`src/rtl/ddr3_init_pkg.sv`:
```
package ddr3_init_pkg;

    localparam int N_STEPS = 5;

    typedef enum logic [3:0] {
        ST_IDLE,
        ST_RST,
        ST_STAB,
        ST_CKSRX,
        ST_XPR,
        ST_CMD,
        ST_GAP,
        ST_DONE,
        ST_FAIL
    } seq_state_t;

    typedef enum logic [1:0] {
        ERR_NONE    = 2'd0,
        ERR_PARAM   = 2'd1,
        ERR_ISSUER  = 2'd2,
        ERR_TIMEOUT = 2'd3
    } err_code_t;

    typedef enum logic {
        CMD_MRS = 1'b0,
        CMD_ZQ  = 1'b1
    } cmd_kind_t;

    typedef struct packed {
        logic [4:0] t_aa;
        logic [4:0] t_wr;
        logic [3:0] t_cwl;
        logic       two_dpc;
        logic       rtt_wr_120;
    } timing_cfg_t;

    typedef struct packed {
        cmd_kind_t   kind;
        logic [2:0]  bank;
        logic [15:0] addr;
    } cmd_word_t;

    // Write-recovery field code for tWR in clocks
    function automatic logic [2:0] wr_code(input logic [4:0] t_wr);
        case (t_wr)
            5'd5:          return 3'd1;
            5'd6:          return 3'd2;
            5'd7:          return 3'd3;
            5'd8:          return 3'd4;
            5'd9,  5'd10:  return 3'd5;
            5'd11, 5'd12:  return 3'd6;
            5'd13, 5'd14:  return 3'd7;
            default:       return 3'd0;
        endcase
    endfunction

    function automatic logic cfg_ok(input timing_cfg_t cfg);
        return (cfg.t_wr >= 5'd5) && (cfg.t_wr <= 5'd16) && (cfg.t_aa >= 5'd4);
    endfunction

    // Bank (mode register number) per step: order 2,3,1,0 then ZQ on bank 0
    function automatic logic [2:0] step_bank(input int step);
        case (step)
            0:       return 3'd2;
            1:       return 3'd3;
            2:       return 3'd1;
            default: return 3'd0;
        endcase
    endfunction

endpackage

```
`src/rtl/ddr3_wait_timer.sv`:
```
module ddr3_wait_timer #(
    parameter int W = 8
) (
    input  logic         clk,
    input  logic         rst,
    input  logic         load,
    input  logic [W-1:0] load_val,
    output logic         zero
);
    logic [W-1:0] cnt;

    always_ff @(posedge clk) begin
        if (rst) begin
            cnt <= '0;
        end else if (load) begin
            cnt <= load_val;
        end else if (cnt != '0) begin
            cnt <= cnt - 1'b1;
        end
    end

    assign zero = (cnt == '0);
endmodule

```
`src/rtl/ddr3_mr_encoder.sv`:
```
module ddr3_mr_encoder
    import ddr3_init_pkg::*;
(
    input  timing_cfg_t cfg,
    output cmd_word_t   words [N_STEPS]
);
    function automatic logic [15:0] mr0_bits(input timing_cfg_t c);
        logic [15:0] r;
        logic [4:0]  cas;
        cas    = c.t_aa - 5'd4;
        r      = '0;
        r[11:9] = wr_code(c.t_wr);
        r[8]    = 1'b1;
        r[6:4]  = cas[2:0];
        r[2]    = cas[3];
        return r;
    endfunction

    function automatic logic [15:0] mr1_bits(input timing_cfg_t c);
        logic [15:0] r;
        r    = '0;
        r[1] = 1'b1;
        r[2] = c.two_dpc;
        return r;
    endfunction

    function automatic logic [15:0] mr2_bits(input timing_cfg_t c);
        logic [15:0] r;
        logic [3:0]  cwl;
        cwl     = c.t_cwl - 4'd5;
        r       = '0;
        r[5:3]  = cwl[2:0];
        r[10:9] = c.rtt_wr_120 ? 2'd2 : 2'd1;
        return r;
    endfunction

    function automatic logic [15:0] step_addr(input int step, input timing_cfg_t c);
        case (step)
            0:       return mr2_bits(c);
            1:       return 16'h0000;
            2:       return mr1_bits(c);
            3:       return mr0_bits(c);
            default: return 16'h0400;
        endcase
    endfunction

    for (genvar s = 0; s < N_STEPS; s++) begin : g_step
        assign words[s].kind = (s == N_STEPS - 1) ? CMD_ZQ : CMD_MRS;
        assign words[s].bank = step_bank(s);
        assign words[s].addr = step_addr(s, cfg);
    end
endmodule

```
`src/rtl/ddr3_pwrup_seq.sv`:
```
module ddr3_pwrup_seq
    import ddr3_init_pkg::*;
#(
    parameter int NRANK       = 4,
    parameter int T_RESET     = 20000,
    parameter int T_STAB      = 50000,
    parameter int T_CKSRX     = 2,
    parameter int T_XPR       = 30,
    parameter int ACK_TIMEOUT = 10000
) (
    input  logic             clk,
    input  logic             rst,
    input  logic             start,
    input  logic             resume,
    input  logic [4:0]       t_aa,
    input  logic [4:0]       t_wr,
    input  logic [3:0]       t_cwl,
    input  logic [NRANK-1:0] rank_map,
    input  logic             two_dpc,
    input  logic             rtt_wr_120,
    output logic             reset_n,
    output logic [NRANK-1:0] cke,
    output logic             clk_en,
    output logic             odt_hold,
    output logic             cmd_req,
    output logic             cmd_is_zq,
    output logic [2:0]       cmd_bank,
    output logic [15:0]      cmd_addr,
    input  logic             cmd_ack,
    input  logic             cmd_err,
    output logic             busy,
    output logic             done,
    output logic             error,
    output logic [1:0]       err_code
);
    localparam int M1   = (T_RESET > T_STAB) ? T_RESET : T_STAB;
    localparam int M2   = (T_CKSRX > T_XPR) ? T_CKSRX : T_XPR;
    localparam int M3   = (M1 > M2) ? M1 : M2;
    localparam int MAXW = (M3 > ACK_TIMEOUT) ? M3 : ACK_TIMEOUT;
    localparam int CW   = $clog2(MAXW + 1);
    localparam int IW   = $clog2(N_STEPS + 1);
    localparam logic [IW-1:0] LAST_STEP = IW'(N_STEPS - 1);

    seq_state_t       state, state_n;
    timing_cfg_t      cfg_in, cfg_q;
    logic [NRANK-1:0] ranks_q;
    logic [IW-1:0]    idx;
    logic             reset_n_q, clk_q, odt_q, done_q, fail_q;
    logic [NRANK-1:0] cke_q;
    err_code_t        code_q;
    cmd_word_t        words [N_STEPS];
    cmd_word_t        cur;

    logic             wt_load, wt_zero, to_load, to_zero;
    logic [CW-1:0]    wt_val;
    logic             idle_like, go;

    assign cfg_in = '{t_aa: t_aa, t_wr: t_wr, t_cwl: t_cwl,
                      two_dpc: two_dpc, rtt_wr_120: rtt_wr_120};

    ddr3_mr_encoder u_enc (
        .cfg   (cfg_q),
        .words (words)
    );

    ddr3_wait_timer #(.W(CW)) u_wait (
        .clk      (clk),
        .rst      (rst),
        .load     (wt_load),
        .load_val (wt_val),
        .zero     (wt_zero)
    );

    ddr3_wait_timer #(.W(CW)) u_ack_to (
        .clk      (clk),
        .rst      (rst),
        .load     (to_load),
        .load_val (CW'(ACK_TIMEOUT - 1)),
        .zero     (to_zero)
    );

    assign idle_like = (state == ST_IDLE) || (state == ST_DONE) || (state == ST_FAIL);
    assign go        = idle_like && start;

    always_comb begin
        state_n = state;
        wt_load = 1'b0;
        wt_val  = '0;
        to_load = 1'b0;
        case (state)
            ST_IDLE, ST_DONE, ST_FAIL: begin
                if (start) begin
                    if (resume) begin
                        state_n = ST_DONE;
                    end else if (!cfg_ok(cfg_in)) begin
                        state_n = ST_FAIL;
                    end else begin
                        state_n = ST_RST;
                        wt_load = 1'b1;
                        wt_val  = CW'(T_RESET - 1);
                    end
                end
            end
            ST_RST: if (wt_zero) begin
                state_n = ST_STAB;
                wt_load = 1'b1;
                wt_val  = CW'(T_STAB - 1);
            end
            ST_STAB: if (wt_zero) begin
                state_n = ST_CKSRX;
                wt_load = 1'b1;
                wt_val  = CW'(T_CKSRX - 1);
            end
            ST_CKSRX: if (wt_zero) begin
                state_n = ST_XPR;
                wt_load = 1'b1;
                wt_val  = CW'(T_XPR - 1);
            end
            ST_XPR: if (wt_zero) begin
                state_n = ST_CMD;
                to_load = 1'b1;
            end
            ST_CMD: begin
                if (cmd_ack) begin
                    state_n = (idx == LAST_STEP) ? ST_DONE : ST_GAP;
                end else if (cmd_err || to_zero) begin
                    state_n = ST_FAIL;
                end
            end
            ST_GAP: begin
                state_n = ST_CMD;
                to_load = 1'b1;
            end
            default: state_n = ST_IDLE;
        endcase
    end

    always_ff @(posedge clk) begin
        if (rst) begin
            state     <= ST_IDLE;
            cfg_q     <= '0;
            ranks_q   <= '0;
            idx       <= '0;
            reset_n_q <= 1'b1;
            cke_q     <= '0;
            clk_q     <= 1'b0;
            odt_q     <= 1'b0;
            done_q    <= 1'b0;
            fail_q    <= 1'b0;
            code_q    <= ERR_NONE;
        end else begin
            state <= state_n;
            if (go) begin
                cfg_q   <= cfg_in;
                ranks_q <= rank_map;
                idx     <= '0;
                done_q  <= 1'b0;
                fail_q  <= 1'b0;
                code_q  <= ERR_NONE;
                if (resume) begin
                    done_q <= 1'b1;
                end else if (!cfg_ok(cfg_in)) begin
                    fail_q <= 1'b1;
                    code_q <= ERR_PARAM;
                end else begin
                    reset_n_q <= 1'b0;
                    cke_q     <= '0;
                    clk_q     <= 1'b0;
                    odt_q     <= 1'b1;
                end
            end
            if (state == ST_RST && wt_zero)   reset_n_q <= 1'b1;
            if (state == ST_STAB && wt_zero)  clk_q     <= 1'b1;
            if (state == ST_CKSRX && wt_zero) cke_q     <= ranks_q;
            if (state == ST_CMD) begin
                if (cmd_ack) begin
                    idx <= idx + 1'b1;
                    if (idx == LAST_STEP) begin
                        done_q <= 1'b1;
                        odt_q  <= 1'b0;
                    end
                end else if (cmd_err) begin
                    fail_q <= 1'b1;
                    code_q <= ERR_ISSUER;
                    odt_q  <= 1'b0;
                end else if (to_zero) begin
                    fail_q <= 1'b1;
                    code_q <= ERR_TIMEOUT;
                    odt_q  <= 1'b0;
                end
            end
        end
    end

    assign cur       = (idx <= LAST_STEP) ? words[idx] : words[0];
    assign cmd_req   = (state == ST_CMD);
    assign cmd_is_zq = cur.kind;
    assign cmd_bank  = cur.bank;
    assign cmd_addr  = cur.addr;
    assign reset_n   = reset_n_q;
    assign cke       = cke_q;
    assign clk_en    = clk_q;
    assign odt_hold  = odt_q;
    assign busy      = !idle_like;
    assign done      = done_q;
    assign error     = fail_q;
    assign err_code  = code_q;
endmodule

```
`config.mk`:
```
export PLATFORM = sky130hd
export DESIGN_NAME = ddr3_pwrup_seq
export DESIGN_NICKNAME = d
export VERILOG_FILES = /design/src/rtl/ddr3_init_pkg.sv /design/src/rtl/ddr3_wait_timer.sv /design/src/rtl/ddr3_mr_encoder.sv /design/src/rtl/ddr3_pwrup_seq.sv
export SDC_FILE = /design/constraint.sdc
export NUM_CORES = 1
export LEC_CHECK = 0
export CAP_MARGIN = 20
export CORE_ASPECT_RATIO = 0.7
export CORE_UTILIZATION = 30
export CTS_CLUSTER_DIAMETER = 150
export DETAILED_ROUTE_END_ITERATION = 10
export GPL_TIMING_DRIVEN = 0
export PLACE_DENSITY_LB_ADDON = 0.3
export RECOVER_POWER = 100
export SYNTH_ARGS = -nofsm -noshare
export SYNTH_HDL_FRONTEND = slang
export SYNTH_SLANG_ARGS = --single-unit
```
`constraint.sdc`:
```
create_clock -name clk -period 5.09 [get_ports clk]
set_input_delay 0.509 -clock clk [delete_from_list [all_inputs] [get_ports clk]]
set_output_delay 0.509 -clock clk [all_outputs]
set_load 0.02 [all_outputs]
```
# ---- After elaboration in Yosys (flattened, before gate mapping)
# Memory sizes are Yosys's and may differ from the RTL's. A register that Yosys moved wholly into a read port is not among the register bits.
# Cells that the tools add are included.
# Widths: inputs -> output; s select.
dict set report word_totals {
  register_bits 68
  mem_count 1
  out_inout_bits 33
  rom_bits 48
}
dict set report op_classes {
  bitwise 2
  n_addsub 5
  muxes 74
  n_eq_ne 17
  order_cmp 5
  reduce_logical 29
}
# memory depth width rd rd_clocked_by_memory_dff write_ports line_no
set mem_list {}
lappend mem_list {{(no name shown)} 16 3 1 1 0 ddr3_init_pkg.sv:45} ;# case (t_wr)
# op n
set op_table {}
lappend op_table {{$pmux 16 s4} 1}
lappend op_table {{$bmux 20 s3} 1}
lappend op_table {{$mux 20} 3}
lappend op_table {{$mux 4} 15}
lappend op_table {{$mux 16} 3}
lappend op_table {{$mux 15} 3}
lappend op_table {{$logic_not 16->1} 2}
lappend op_table {{$mux 1} 32}
lappend op_table {{$reduce_bool 16->1} 2}
lappend op_table {{$sub 16x1->16 const B} 2}
lappend op_table {{$mux 14} 2}
lappend op_table {{$pmux 4 s7} 1}
lappend op_table {{$eq 4x3->1 const B} 4}
lappend op_table {{$mux 2} 6}
lappend op_table {{$mux 3} 4}
lappend op_table {{$reduce_bool 2->1} 6}
lappend op_table {{$ge 5x3->1 const B} 2}
lappend op_table {{$ne 2x2->1 const B} 5}
lappend op_table {{$reduce_and 3->1} 3}
lappend op_table {{$eq 4x2->1 const B} 2}
lappend op_table {{$logic_and 1x1->1} 6}
lappend op_table {{$reduce_and 6->1} 1}
lappend op_table {{$reduce_or 3->1} 2}
lappend op_table {{$le 5x5->1 const B} 1}
lappend op_table {{other kinds (18)} 23}

# ---- Logic depth before layout (Yosys ltp)
dict set report logic_depth {
  word_depth 10
  depth_mapped 9
  mapped_depth_nobuf 7
}

# ---- Hierarchy
# A second synthesis with hierarchy kept.
dict set report unflattened {
  hier_cells 644
  area_unflattened_um2 5306.3
}
# mod seq_area_each_um2 cells_each area_each_um2 instances
set modules_own_cells {}
lappend modules_own_cells {ddr3_pwrup_seq 760.7 304 2612.5 1}
lappend modules_own_cells {{ddr3_wait_timer at u_ack_to} 320.3 116 964.7 1}
lappend modules_own_cells {{ddr3_wait_timer at u_wait} 320.3 112 902.1 1}
lappend modules_own_cells {ddr3_mr_encoder 0.0 112 827.0 1}

# ---- Worst setup path after synthesis
# OpenSTA, ideal clock, no wires.
dict set report synth_timing {
  path_type {register -> output}
  from {reg idx[0]}
  to {out cmd_addr[9]}
  path_stages_with_launch 7
  arrival_time_ps 1672
  n_path_buf 1
  required_time_ps 4581
  slack_ps 2909
  cell_sequence {dfxtp_1 > clkbuf_1 > inv_1 > ha_1 > nand2b_1 > a21boi_0 > o21ai_0}
}
dict set report synth_between {
  elab_chain_len 5
  word_cells_on_any_way 6
  cone_classes {order compare (1); mux (4); bitwise (1)}
}
# element line_no
set synth_lines {}
lappend synth_lines {{start, declared} ddr3_pwrup_seq.sv:47} ;# logic [IW-1:0] idx;
lappend synth_lines {{start signal, assigned} ddr3_pwrup_seq.sv:177} ;# idx <= idx + 1'b1;
lappend synth_lines {{$not 3->4 (implied by the code)} ddr3_pwrup_seq.sv:195} ;# assign cur = (idx <= LAST_STEP) ? words[idx] : words[0];
lappend synth_lines {{$bmux 20 s3} ddr3_pwrup_seq.sv:195}
lappend synth_lines {{$mux 20 (implied by the code) (2 in a row)} ddr3_pwrup_seq.sv:195}
lappend synth_lines {{$mux 20 (*)} ddr3_pwrup_seq.sv:195}
lappend synth_lines {{end, declared} ddr3_pwrup_seq.sv:28} ;# output logic [15:0] cmd_addr,
# Mark *: on every way between the ends. The rest lies on a longest branch, timed or not. The select of a mux whose other input is x is not followed.

# ---- Final worst setup path
# Ends and elaborated chain as after synthesis.

==> out/metrics.csv <==
metric,value,unit
Starting Density,30.9,%
I/O pins,59,
Logic pwr share,44.6,%
fin nets,573,
worst-case clock buffer depth,2,
Mapped Avg Cell Area,8.14,um^2
Inst Count DP,689,
Yosys top cell by area,dfxtp_1,
xor-xnor portion of the synthesized cell area,3.65,%
Pleak,1.87,nW
Site Rows,34,
Synth Flop Type,dfxtp_1,
Final WS setup,1950,ps
initial drt markers,264,
first-pass GRT wire length,17000,um
Clock Sinks,71,
post-route insts no fill,705,
initial antenna violation count,0,
Setup crit end kind,primary output,
fillcell total,1252,
gr ovfl total,0,
Tot GR Track Use,17.1,%
Worst setup SP type,flip-flop,
PwrDens,585,mW/mm^2
Synth Cell Area,0.00383,mm^2
DPL Wire Length,7750,um
largest cells by area after synthesis,"dfxtp_1 (37%), a21oi_1 (7.3%), nand2_1 (6.6%)",
Required @ worst endpoint,4580,ps
CTS tree,yes,
CTS Buf Count,9,
asr flop ratio synth,0,%
Worst Hold Class,reg -> reg,
Final Max Tran Viols,0,
die height,96.6,um
Clk pwr share,25.8,%
core area,0.0124,mm^2
antenna diode count,0,
H-Tree Depth,3,
Rel. slew slack,44.2,%
worst skew pair latency,340,ps
largest net degree at the start of global routing,14,
pre-CTS setup slack,2340,ps
via count,3570,
Antenna Nets Post-Route,0,
Fin Clk Skew,6.74,ps
share of the synthesized area in the top cell type,37.1,%
Setup Crit Path Kind,reg -> out,
final setup vio count,0,
hold_buf cts,0,
Final Hold Viols,0,
crit path max fanout,8,
# Max-Cap Violations,0,
Clock transition at path regs,60,ps
number of synthesized flops with an enable pin,0,
Residual DRC,0,
Root Driver,clkbuf_16,
P_sw,0.00113,W
layout cells sized above 1,6.63,%
Die Span X,137,um
Least-Margin Pin Slew,835,ps
post-CTS sizing,0,
setup TNS,0,ps
DR pass1 iterations,4,
dpl cell area,0.00456,mm^2
status,finished clean,
Cell variety after synth,73,
RSZ-0062 raised after global routing,no,
Yosys reg bits,71,
simple-gate share of the synthesized area,28.4,%
Tmin final,3140,ps
Yosys warnings,0,
Syn Inst Count,471,
total wire length,10400,um
"Arr. time, crit path",2630,ps
main combinational cell family by area after synthesis,simple AND/OR/NAND/NOR gates,
cell-internal power,0.00171,W
Area growth syn-to-layout,26.8,%
DIE AREA,0.0132,mm^2
Port Buffer Count,50,
adder-cell share of the synthesized area,2.94,%
Post-CTS Setup Repair Bufs,0,
Net Sw Frac,39.8,%
DR WL/cell,14.7,um
fmax,0.318,GHz
fin crit share,61.8,%
vias per cell,5.06,
post-synthesis sequential area ratio,37.1,%
maximum VDD drop,0.209,mV
Compound-Gate Fraction of Synth Area,19.8,%
RD Place Congestion,0.829,
via count of the first global-routing pass,3279,
Final Cell Area,0.00486,mm^2
post-synthesis mux area share,2.22,%
sequential fraction of design power,29.6,%
critical path: stages, from the launching register on:
cell	delay (ps)
dfxtp_1	330
clkbuf_1	290
inv_1	190
ha_1	240
nand2b_1	190
a21boi_0	210
o21ai_0	160
dlygate4sd3_1	690
logic make-up after synthesis:
kind of cell | Yosys count
AO/OA/AOI/OAI | 121
XOR/XNOR | 16
adder cells (fa/ha/maj) | 9
buffers and inverters | 47
flip-flops | 71
multiplexers | 8
other | 1
AND/OR/NAND/NOR | 198
stage by stage:
step	util, %	power (W)	hold slack (ps)
floorplan	-	0.00184	432
global placement	36.7	0.00214	446
detailed placement	36.7	0.00216	455
CTS	39.5	0.00291	463
global route	39.1	0.00306	480
finish	39.1	0.00285	459
area by class of cell:
| type | count | area (um^2) | area share [%] |
|---|---|---|---|
| buffer | 31 | 153 | 3.14 |
| clock buffer | 9 | 225 | 4.63 |
| clock inverter | 7 | 120 | 2.47 |
| inverter | 16 | 60.1 | 1.24 |
| multi-input combinational | 359 | 2180 | 44.8 |
| sequential | 71 | 1420 | 29.2 |
| tap | 162 | 203 | 4.17 |
| timing repair buffer | 50 | 500 | 10.3 |
metal layers:
layer  track usage [%]  vias to the layer above  routed length (um)  part of all wire, %
met5                 0                        -                   0                    0
met3              4.12                       10                 538                  5.2
met2              24.3                       90                4240                   41
met4              6.32                        0                 140                  1.3
met1              24.8                     1666                5470                   53
li1                  -                     1804                   -                    -
flip-flops by register name (all words and copies together) (netlist names), named ones only:
register / flops
u_ack_to.cnt: 16
u_wait.cnt: 16
cfg_q: 14
cke: 4
ranks_q: 4
state: 4
idx: 3
err_code: 2
clk_en: 1
done: 1
error: 1
odt_hold: 1
reset_n: 1
cell usage in the layout, fill, tap and decap left out, types with 16 or more instances in the layout:
| master | netlist | layout |
|---|---|---|
| nand3_1 | 17 | 17 |
| clkdlybuf4s50_1 | 0 | 22 |
| nor2_1 | 32 | 33 |
| nor3_1 | 16 | 16 |
| a21oi_1 | 56 | 56 |
| o21ai_0 | 15 | 17 |
| nand2_1 | 67 | 68 |
| inv_1 | 16 | 16 |
| clkbuf_1 | 17 | 21 |
| dfxtp_1 | 71 | 71 |
| dlygate4sd3_1 | 0 | 28 |
worst paths after layout:
check,cells after the start,slack (ps),from,endpoint
worst max-delay path,7,1950,idx[0]$_SDFF_PP0_,cmd_addr[9]
worst max register to register,7,2280,u_wait.cnt[0]$_SDFFE_PP0P_,state[0]$_SDFFE_PP0P_
worst min-delay path,2,460,cfg_q[10]$_SDFFE_PP0P_,cfg_q[10]$_SDFFE_PP0P_
worst min register to register,2,460,cfg_q[10]$_SDFFE_PP0P_,cfg_q[10]$_SDFFE_PP0P_
power groups by stage:
stage | Sequential (W) | Clock, W | Combinational [W]
after floorplan | 0.000832 | 0 | 0.00101
after global placement | 0.000846 | 0 | 0.00129
after detailed placement | 0.000856 | 0 | 0.00131
after CTS | 0.000844 | 0.000747 | 0.00132
after global routing | 0.000863 | 0.000769 | 0.00143
final | 0.000843 | 0.000734 | 0.00127
Yosys cell counts (3+ instances only):
library cell and instances:
a211oi_1 3, a21oi_1 56, a31oi_1 7, and2_1 6
and3_1 3, buf_2 5, buf_4 7, clkbuf_1 17
dfxtp_1 71, ha_1 9, inv_1 16, mux2i_1 6
nand2_1 67, nand2b_1 5, nand3_1 17, nand4b_1 3
nor2_1 32, nor2b_1 10, nor3_1 16, nor4_1 4
o211ai_1 6, o21a_1 5, o21ai_0 15, o22ai_1 3
o31ai_1 3, or3_1 7, xnor2_1 7, xor2_1 9
Power figures use the tool's default switching activity.
